==> config.mk <==
export PLATFORM = sky130hd
export DESIGN_NAME = spi_burst_slave
export DESIGN_NICKNAME = d
export VERILOG_FILES = /design/src/rtl/spi_burst_pkg.sv /design/src/rtl/spi_burst_shift.sv /design/src/rtl/spi_burst_region.sv /design/src/rtl/spi_burst_ctrl.sv /design/src/rtl/spi_burst_slave.sv
export SDC_FILE = /design/constraint.sdc
export NUM_CORES = 1
export LEC_CHECK = 0
export CAP_MARGIN = 25
export CORE_MARGIN = 2
export CORE_UTILIZATION = 50
export DETAILED_ROUTE_END_ITERATION = 7
export GPL_ROUTABILITY_DRIVEN = 0
export MAX_ROUTING_LAYER = met4
export PLACE_DENSITY = 0.84
export SLEW_MARGIN = 0
export SYNTH_ARGS = -nofsm -noshare
export SYNTH_HDL_FRONTEND = slang
export SYNTH_HIERARCHICAL = 1
export SYNTH_SLANG_ARGS = --single-unit
==> constraint.sdc <==
create_clock -name clk -period 2.7 [get_ports clk]
set_clock_uncertainty 0.2 [all_clocks]
set_input_delay 0.27 -clock clk [delete_from_list [all_inputs] [get_ports clk]]
set_output_delay 0.27 -clock clk [all_outputs]
set_load 0.1 [all_outputs]
==> src/rtl/spi_burst_pkg.sv <==
package spi_burst_pkg;
  localparam int WORD_W      = 32;
  localparam int ADDR_W      = 16;
  localparam int CNT_W       = 8;
  localparam int LEN_W       = CNT_W + 1;
  localparam int NUM_REGIONS = 3;
  localparam int PAGE_W      = 4;
  localparam int STEP_BYTES  = WORD_W / 8;

  localparam logic [7:0] OPC_WRITE = 8'h61;
  localparam logic [7:0] OPC_READ  = 8'h41;

  // 4 KiB page number of each region, in select-bit order
  localparam logic [PAGE_W-1:0] REGION_PAGE [NUM_REGIONS] = '{4'h0, 4'h1, 4'h8};

  typedef struct packed {
    logic [7:0]        opc;
    logic [ADDR_W-1:0] addr;
    logic [CNT_W-1:0]  cnt;
  } hdr_t;

  typedef enum logic [1:0] {ST_HDR, ST_WR, ST_RD, ST_SKIP} st_t;

  function automatic logic [LEN_W-1:0] burst_len(input logic [CNT_W-1:0] c);
    return (c == '0) ? LEN_W'(1 << CNT_W) : {1'b0, c};
  endfunction

  function automatic logic [ADDR_W-1:0] step_addr(input logic [ADDR_W-1:0] a);
    return a + ADDR_W'(STEP_BYTES);
  endfunction
endpackage

==> src/rtl/spi_burst_shift.sv <==
module spi_burst_shift
  import spi_burst_pkg::*;
#(
  parameter int SYNC_STAGES = 2,
  localparam int CW = $clog2(WORD_W)
) (
  input  logic              clk,
  input  logic              rst_n,
  input  logic              sclk,
  input  logic              cs_n,
  input  logic              mosi,
  output logic              miso,
  output logic              active,
  output logic              rx_valid,
  output logic [WORD_W-1:0] rx_word,
  input  logic [WORD_W-1:0] tx_word,
  output logic              tx_load,
  output logic [CW-1:0]     bit_cnt
);
  logic [SYNC_STAGES-1:0] sclk_p, cs_p, mosi_p;
  logic sclk_s, cs_s, mosi_s, sclk_q;
  logic rise, fall;
  logic [WORD_W-1:0] rx_sh, tx_sh;

  always_ff @(posedge clk) begin
    if (!rst_n) begin
      sclk_p <= '0;
      cs_p   <= '1;
      mosi_p <= '0;
      sclk_q <= 1'b0;
    end else begin
      sclk_p <= {sclk_p[SYNC_STAGES-2:0], sclk};
      cs_p   <= {cs_p[SYNC_STAGES-2:0], cs_n};
      mosi_p <= {mosi_p[SYNC_STAGES-2:0], mosi};
      sclk_q <= sclk_s;
    end
  end

  assign sclk_s  = sclk_p[SYNC_STAGES-1];
  assign cs_s    = cs_p[SYNC_STAGES-1];
  assign mosi_s  = mosi_p[SYNC_STAGES-1];
  assign active  = ~cs_s;
  assign rise    = active & sclk_s & ~sclk_q;
  assign fall    = active & ~sclk_s & sclk_q;
  // falling edge at a word boundary starts the next outgoing word
  assign tx_load = fall & (bit_cnt == '0);

  always_ff @(posedge clk) begin
    if (!rst_n) begin
      rx_sh    <= '0;
      tx_sh    <= '0;
      bit_cnt  <= '0;
      rx_valid <= 1'b0;
    end else begin
      rx_valid <= 1'b0;
      if (!active) begin
        bit_cnt <= '0;
        tx_sh   <= '0;
      end else begin
        if (rise) begin
          rx_sh   <= {rx_sh[WORD_W-2:0], mosi_s};
          bit_cnt <= bit_cnt + 1'b1;
          if (bit_cnt == CW'(WORD_W - 1)) rx_valid <= 1'b1;
        end
        if (fall) tx_sh <= tx_load ? tx_word : {tx_sh[WORD_W-2:0], 1'b0};
      end
    end
  end

  assign rx_word = rx_sh;
  assign miso    = tx_sh[WORD_W-1];
endmodule

==> src/rtl/spi_burst_region.sv <==
module spi_burst_region
  import spi_burst_pkg::*;
(
  input  logic [ADDR_W-1:0]      addr,
  output logic [NUM_REGIONS-1:0] sel,
  output logic                   hit
);
  localparam int PAGE_LSB = ADDR_W - PAGE_W;

  for (genvar g = 0; g < NUM_REGIONS; g++) begin : g_page
    assign sel[g] = (addr[ADDR_W-1:PAGE_LSB] == REGION_PAGE[g]);
  end

  assign hit = |sel;
endmodule

==> src/rtl/spi_burst_ctrl.sv <==
module spi_burst_ctrl
  import spi_burst_pkg::*;
(
  input  logic                   clk,
  input  logic                   rst_n,
  input  logic                   active,
  input  logic                   rx_valid,
  input  logic [WORD_W-1:0]      rx_word,
  input  logic                   tx_load,
  output logic [WORD_W-1:0]      tx_word,
  output logic                   bus_req,
  output logic                   bus_we,
  output logic [ADDR_W-1:0]      bus_addr,
  output logic [WORD_W-1:0]      bus_wdata,
  output logic [NUM_REGIONS-1:0] bus_sel,
  input  logic [WORD_W-1:0]      bus_rdata,
  input  logic                   bus_ready,
  output logic                   acc_err
);
  st_t               st;
  logic [ADDR_W-1:0] addr;
  logic [LEN_W-1:0]  left;
  logic [WORD_W-1:0] rbuf;
  logic              pend, pend_we;
  logic [ADDR_W-1:0] pend_addr;
  logic [WORD_W-1:0] pend_data;
  logic [NUM_REGIONS-1:0] pend_sel;
  logic pend_hit;

  hdr_t hdr;
  logic take_hdr, wr_word, rd_next, bus_free, issue, rd_done;

  assign hdr      = hdr_t'(rx_word);
  assign take_hdr = rx_valid && (st == ST_HDR);
  assign wr_word  = rx_valid && (st == ST_WR);
  assign rd_next  = tx_load && (st == ST_RD) && (left != '0);
  assign bus_free = !bus_req || bus_ready;
  assign issue    = pend && bus_free;
  assign rd_done  = bus_req && bus_ready && !bus_we && (st == ST_RD);

  spi_burst_region u_region (
    .addr (pend_addr),
    .sel  (pend_sel),
    .hit  (pend_hit)
  );

  // header decode and burst bookkeeping
  always_ff @(posedge clk) begin
    if (!rst_n) begin
      st   <= ST_HDR;
      addr <= '0;
      left <= '0;
    end else if (!active) begin
      st <= ST_HDR;
    end else if (take_hdr) begin
      case (hdr.opc)
        OPC_WRITE: begin
          st   <= ST_WR;
          addr <= hdr.addr;
          left <= burst_len(hdr.cnt);
        end
        OPC_READ: begin
          st   <= ST_RD;
          addr <= step_addr(hdr.addr);
          left <= burst_len(hdr.cnt) - 1'b1;
        end
        default: st <= ST_SKIP;
      endcase
    end else if (wr_word) begin
      addr <= step_addr(addr);
      left <= left - 1'b1;
      if (left == LEN_W'(1)) st <= ST_SKIP;
    end else if (rd_next) begin
      addr <= step_addr(addr);
      left <= left - 1'b1;
    end
  end

  // one pending access slot, then the bus handshake
  always_ff @(posedge clk) begin
    if (!rst_n) begin
      pend      <= 1'b0;
      pend_we   <= 1'b0;
      pend_addr <= '0;
      pend_data <= '0;
      bus_req   <= 1'b0;
      bus_we    <= 1'b0;
      bus_addr  <= '0;
      bus_wdata <= '0;
      bus_sel   <= '0;
      acc_err   <= 1'b0;
    end else begin
      if (take_hdr && hdr.opc == OPC_READ) begin
        pend      <= 1'b1;
        pend_we   <= 1'b0;
        pend_addr <= hdr.addr;
      end else if (wr_word) begin
        pend      <= 1'b1;
        pend_we   <= 1'b1;
        pend_addr <= addr;
        pend_data <= rx_word;
      end else if (rd_next) begin
        pend      <= 1'b1;
        pend_we   <= 1'b0;
        pend_addr <= addr;
      end else if (issue) begin
        pend <= 1'b0;
      end

      if (bus_req && bus_ready) bus_req <= 1'b0;
      if (issue) begin
        if (pend_hit) begin
          bus_req   <= 1'b1;
          bus_we    <= pend_we;
          bus_addr  <= pend_addr;
          bus_wdata <= pend_data;
          bus_sel   <= pend_sel;
        end else begin
          acc_err <= 1'b1;
        end
      end
    end
  end

  // prefetch buffer: filled by a read, emptied when its word starts shifting
  always_ff @(posedge clk) begin
    if (!rst_n)        rbuf <= '0;
    else if (!active)  rbuf <= '0;
    else if (rd_done)  rbuf <= bus_rdata;
    else if (tx_load)  rbuf <= '0;
  end

  assign tx_word = rbuf;
endmodule

==> src/rtl/spi_burst_slave.sv <==
module spi_burst_slave
  import spi_burst_pkg::*;
#(
  parameter int SYNC_STAGES = 2
) (
  input  logic                   clk,
  input  logic                   rst_n,
  input  logic                   spi_sclk,
  input  logic                   spi_cs_n,
  input  logic                   spi_mosi,
  output logic                   spi_miso,
  output logic                   bus_req,
  output logic                   bus_we,
  output logic [ADDR_W-1:0]      bus_addr,
  output logic [WORD_W-1:0]      bus_wdata,
  output logic [NUM_REGIONS-1:0] bus_sel,
  input  logic [WORD_W-1:0]      bus_rdata,
  input  logic                   bus_ready,
  output logic                   acc_err
);
  localparam int CW = $clog2(WORD_W);

  // named internal events, also watched by the checker
  logic              xfer_active;
  logic              word_valid;
  logic [WORD_W-1:0] word_in;
  logic              word_load;
  logic [WORD_W-1:0] word_out;
  logic [CW-1:0]     bit_cnt;

  spi_burst_shift #(.SYNC_STAGES(SYNC_STAGES)) u_shift (
    .clk      (clk),
    .rst_n    (rst_n),
    .sclk     (spi_sclk),
    .cs_n     (spi_cs_n),
    .mosi     (spi_mosi),
    .miso     (spi_miso),
    .active   (xfer_active),
    .rx_valid (word_valid),
    .rx_word  (word_in),
    .tx_word  (word_out),
    .tx_load  (word_load),
    .bit_cnt  (bit_cnt)
  );

  spi_burst_ctrl u_ctrl (
    .clk       (clk),
    .rst_n     (rst_n),
    .active    (xfer_active),
    .rx_valid  (word_valid),
    .rx_word   (word_in),
    .tx_load   (word_load),
    .tx_word   (word_out),
    .bus_req   (bus_req),
    .bus_we    (bus_we),
    .bus_addr  (bus_addr),
    .bus_wdata (bus_wdata),
    .bus_sel   (bus_sel),
    .bus_rdata (bus_rdata),
    .bus_ready (bus_ready),
    .acc_err   (acc_err)
  );
endmodule

==> impl_metrics.csv <==
group,metric,value,unit
cts,clkLatencyLatePin,0.53,ns
timing,fmax,408,MHz
setup_path,worst-path-buf-inv,2,
die,start_util,50.7,%
cts,cts_root_buf,"clkbuf_16",
logic_synthesis,ys_seq_elements,240,
global_route,grt_pass1_wl,41400,µm
route,wl_per_cell,15.8,µm
route,wirelength,25400,µm
finish,final_cell_mix,"nand2_1 (354), dfxtp_1 (240), a21oi_1 (154), buf_4 (90), o21ai_0 (62)",
die,die_area,21600,µm²
logic_synthesis,synth_seq_area_share,47.1,%
finish,final_nets,1377,
logic_synthesis,synth_edf_count,0,
finish,syn2layout_area_growth,18.3,%
timing,worst_pin_slew,0.718,ns
power,finalPower,6.87,mW
route,vias,9217,
logic_synthesis,synthFlopType,"dfxtp_1",
global_route,antenna_found_initial,0,
route,antenna_left,0,
cts,cts_sinks,240,
logic_synthesis,syn_nets,1316,
global_route,grt_usage,23.2,%
placed_design,io_buffers,92,
die,core_area,20100,µm²
setup_path,cpMaxStageDelayCell,"dfxtp_1",
global_route,grt_max_degree,85,
die,die_width,147,µm
timing,final-max-slew-violation-count,0,
logic_synthesis,yosys_warnings,6,
route,drc,0,
timing,slew_headroom,51.5,%
setup_path,crit_fanout,13,
timing,hold_violations,0,
die,dieHeight,147,µm
finish,diodes,0,
power,p_leak,4.00,nW
route,drtPass1Iterations,7,
timing,tns,0,ns
finish,drive_gt1_share,11.2,%
die,io_pins,93,
cts,htreeDepth,1,
logic_synthesis,syn-cell-area,10200,µm²
setup_path,critical_path_class,"reg -> reg",
setup_path,cp_data_arrival_time,2.71,ns
logic_synthesis,synthCells,1269,
global_route,grt.overflow.total,0,
setup_path,path_cells,"inv_1 > ha_1 > nor4b_4 > and2_1 > nand3b_1 > a31oi_2 > o221ai_4 > buf_4 > a211oi_1 > a32o_1",
route,initialDrtViolationCount,877,
timing,layout_min_cycle_time,2.45,ns
power,ir_drop,0.441,mV
timing,setup-violations-final,0,
timing,fin_crit_sh,90.8,%
timing,rsz0062_at_grt,"false",
setup_path,critPathRequiredTime,2.95,ns
global_route,grt_pass1_vias,8644,
run_status,status,"completed",
route,avgViaCountPerCell,5.72,
setup_path,critPathMaxStageDelay,0.34,ns
flow_run,cap_violations,0,
timing,postLayoutSetupSlackWorst,0.248,ns
cts,cts_buffers,24,
logic_synthesis,synth.avg_cell_area,8.04,µm²
power,power.density,569,nW/µm²
placed_design,hpwl,16300,µm
die,row_count,52,
logic_synthesis,async_reset_ff_share,0,%
cts,clk_pin_slew,0.06,ns
setup_path,cp_top_family,"compound AO/OA/AOI/OAI gates",
cts,ctsHoldBuffers,0,
finish,fin_util,60.0,%
finish,layout.cells.most_common,"nand2_1",
placed_design,pre_cts_slack,0.148,ns
hold_path,hp-class,"in -> reg",
setup_path,critPathCaptureType,"flop",
timing,timing.hold.ws,0.0384,ns
logic_synthesis,synth_cell_types,67,
setup_path,start_kind,"flop",
cts,cts_tree,"yes",
cts,clk_path_buf_depth,3,
[timing repair]
item / in CTS / in global routing
resized for setup: 0 / 1
buffers inserted: 0 / 6
endpoints found under the setup margin: 0 / 12
[kinds of logic (layout without fill, tap and decap cells)]
family,Yosys count,count (layout),synth area share [%]
compound gates,339,339,19.6
flops,240,240,47.1
simple gates,535,535,24.6
buf+inv,111,183,4.33
mux,20,20,1.96
fa+ha+maj,9,9,1.10
xor+xnor,15,15,1.29
[state kept, by name (all words and copies together) (netlist names), 9 cells and up]
name and count:
u_ctrl/bus_addr 16, u_ctrl/pend_data 32, u_ctrl/tx_word 32, u_shift/tx_sh 32, u_ctrl/addr 16, u_ctrl/pend_addr 16
u_ctrl/bus_wdata 32, u_ctrl/left 9, u_shift/rx_word 32
[per-stage QoR]
step	std cells	cell area [µm²]
floorplan	1269	10200
global placement	1568	11300
detailed placement	1568	11300
CTS	1605	12000
global route	1611	12100
finish	1611	12100
[metal layers]
layer | GRT usage (%) | part of all wire (%) | wire length, µm
met3 | 4.32 | 6.1 | 1560
met4 | 8.25 | 2.7 | 676
met1 | 28.8 | 42 | 10800
met2 | 38.1 | 49 | 12400
met5 | - | 0 | 0
[synth_stat cells (3+ instances only)]
library cell  number  area share (%)
a21oi_1          154             7.6
a31oi_1           42             2.6
nor3_1             7            0.34
nand3_1           24             1.2
nand2_1          354              13
o31ai_1            4            0.29
and3_1            14            0.86
xnor2_1            9            0.77
nand4_1           10            0.61
nand3b_1          35             2.6
a32o_1             3            0.29
o22ai_1            3            0.18
a211oi_1           5            0.37
o211ai_1           8            0.59
nand2b_1           4            0.25
clkbuf_1          81             3.0
or3_1              3            0.18
nor3b_1            5            0.37
a21boi_0          28             2.1
nor4_1             6            0.37
inv_1             14            0.52
xor2_1             6            0.52
mux2i_1           20             2.0
nor2_1            29             1.1
and2_1            10            0.61
a21boi_1           5            0.37
and4_1             5            0.43
nor2b_1            7            0.43
o21ai_0           62             3.0
o21ai_1            3            0.15
ha_1               9             1.1
nor4b_1            3            0.26
buf_2             11            0.54
buf_4              3            0.22
dfxtp_1          240              47
[power breakdown]
group / switching (mW) / internal [mW] / leakage (nW)
sequential: 0.00366 / 3.55 / 1.93
combinational: 0.0741 / 0.0720 / 1.71
clock: 1.32 / 1.85 / 0.359
[path summary, 6_finish.rpt]
kind | depth (start not counted) | start | slack (ns) | to
worst max register to register | 10 | u_shift/bit_cnt[0]$_SDFFE_PP0P_ | 0.25 | u_ctrl/addr[10]$_SDFFE_PN0P_
worst min register to register | 1 | u_shift/cs_p[0]$_SDFF_PN1_ | 0.21 | u_shift/cs_p[1]$_SDFF_PN1_
worst max-delay path | 10 | u_shift/bit_cnt[0]$_SDFFE_PP0P_ | 0.25 | u_ctrl/addr[10]$_SDFFE_PN0P_
worst min-delay path | 2 | rst_n | 0.04 | u_ctrl/addr[13]$_SDFFE_PN0P_
[area by class of cell]
cell class                      count  area [µm²]
Clock inverter                      3        53.8
Timing Repair Buffer              132        1140
Fill cell                        1704        8040
Multi-Input combinational cell    918        4990
Inverter                           14        52.6
Sequential cell                   240        4800
Tap cell                          270         338
Clock buffer                       34         688
Power figures use the tool's default switching activity.
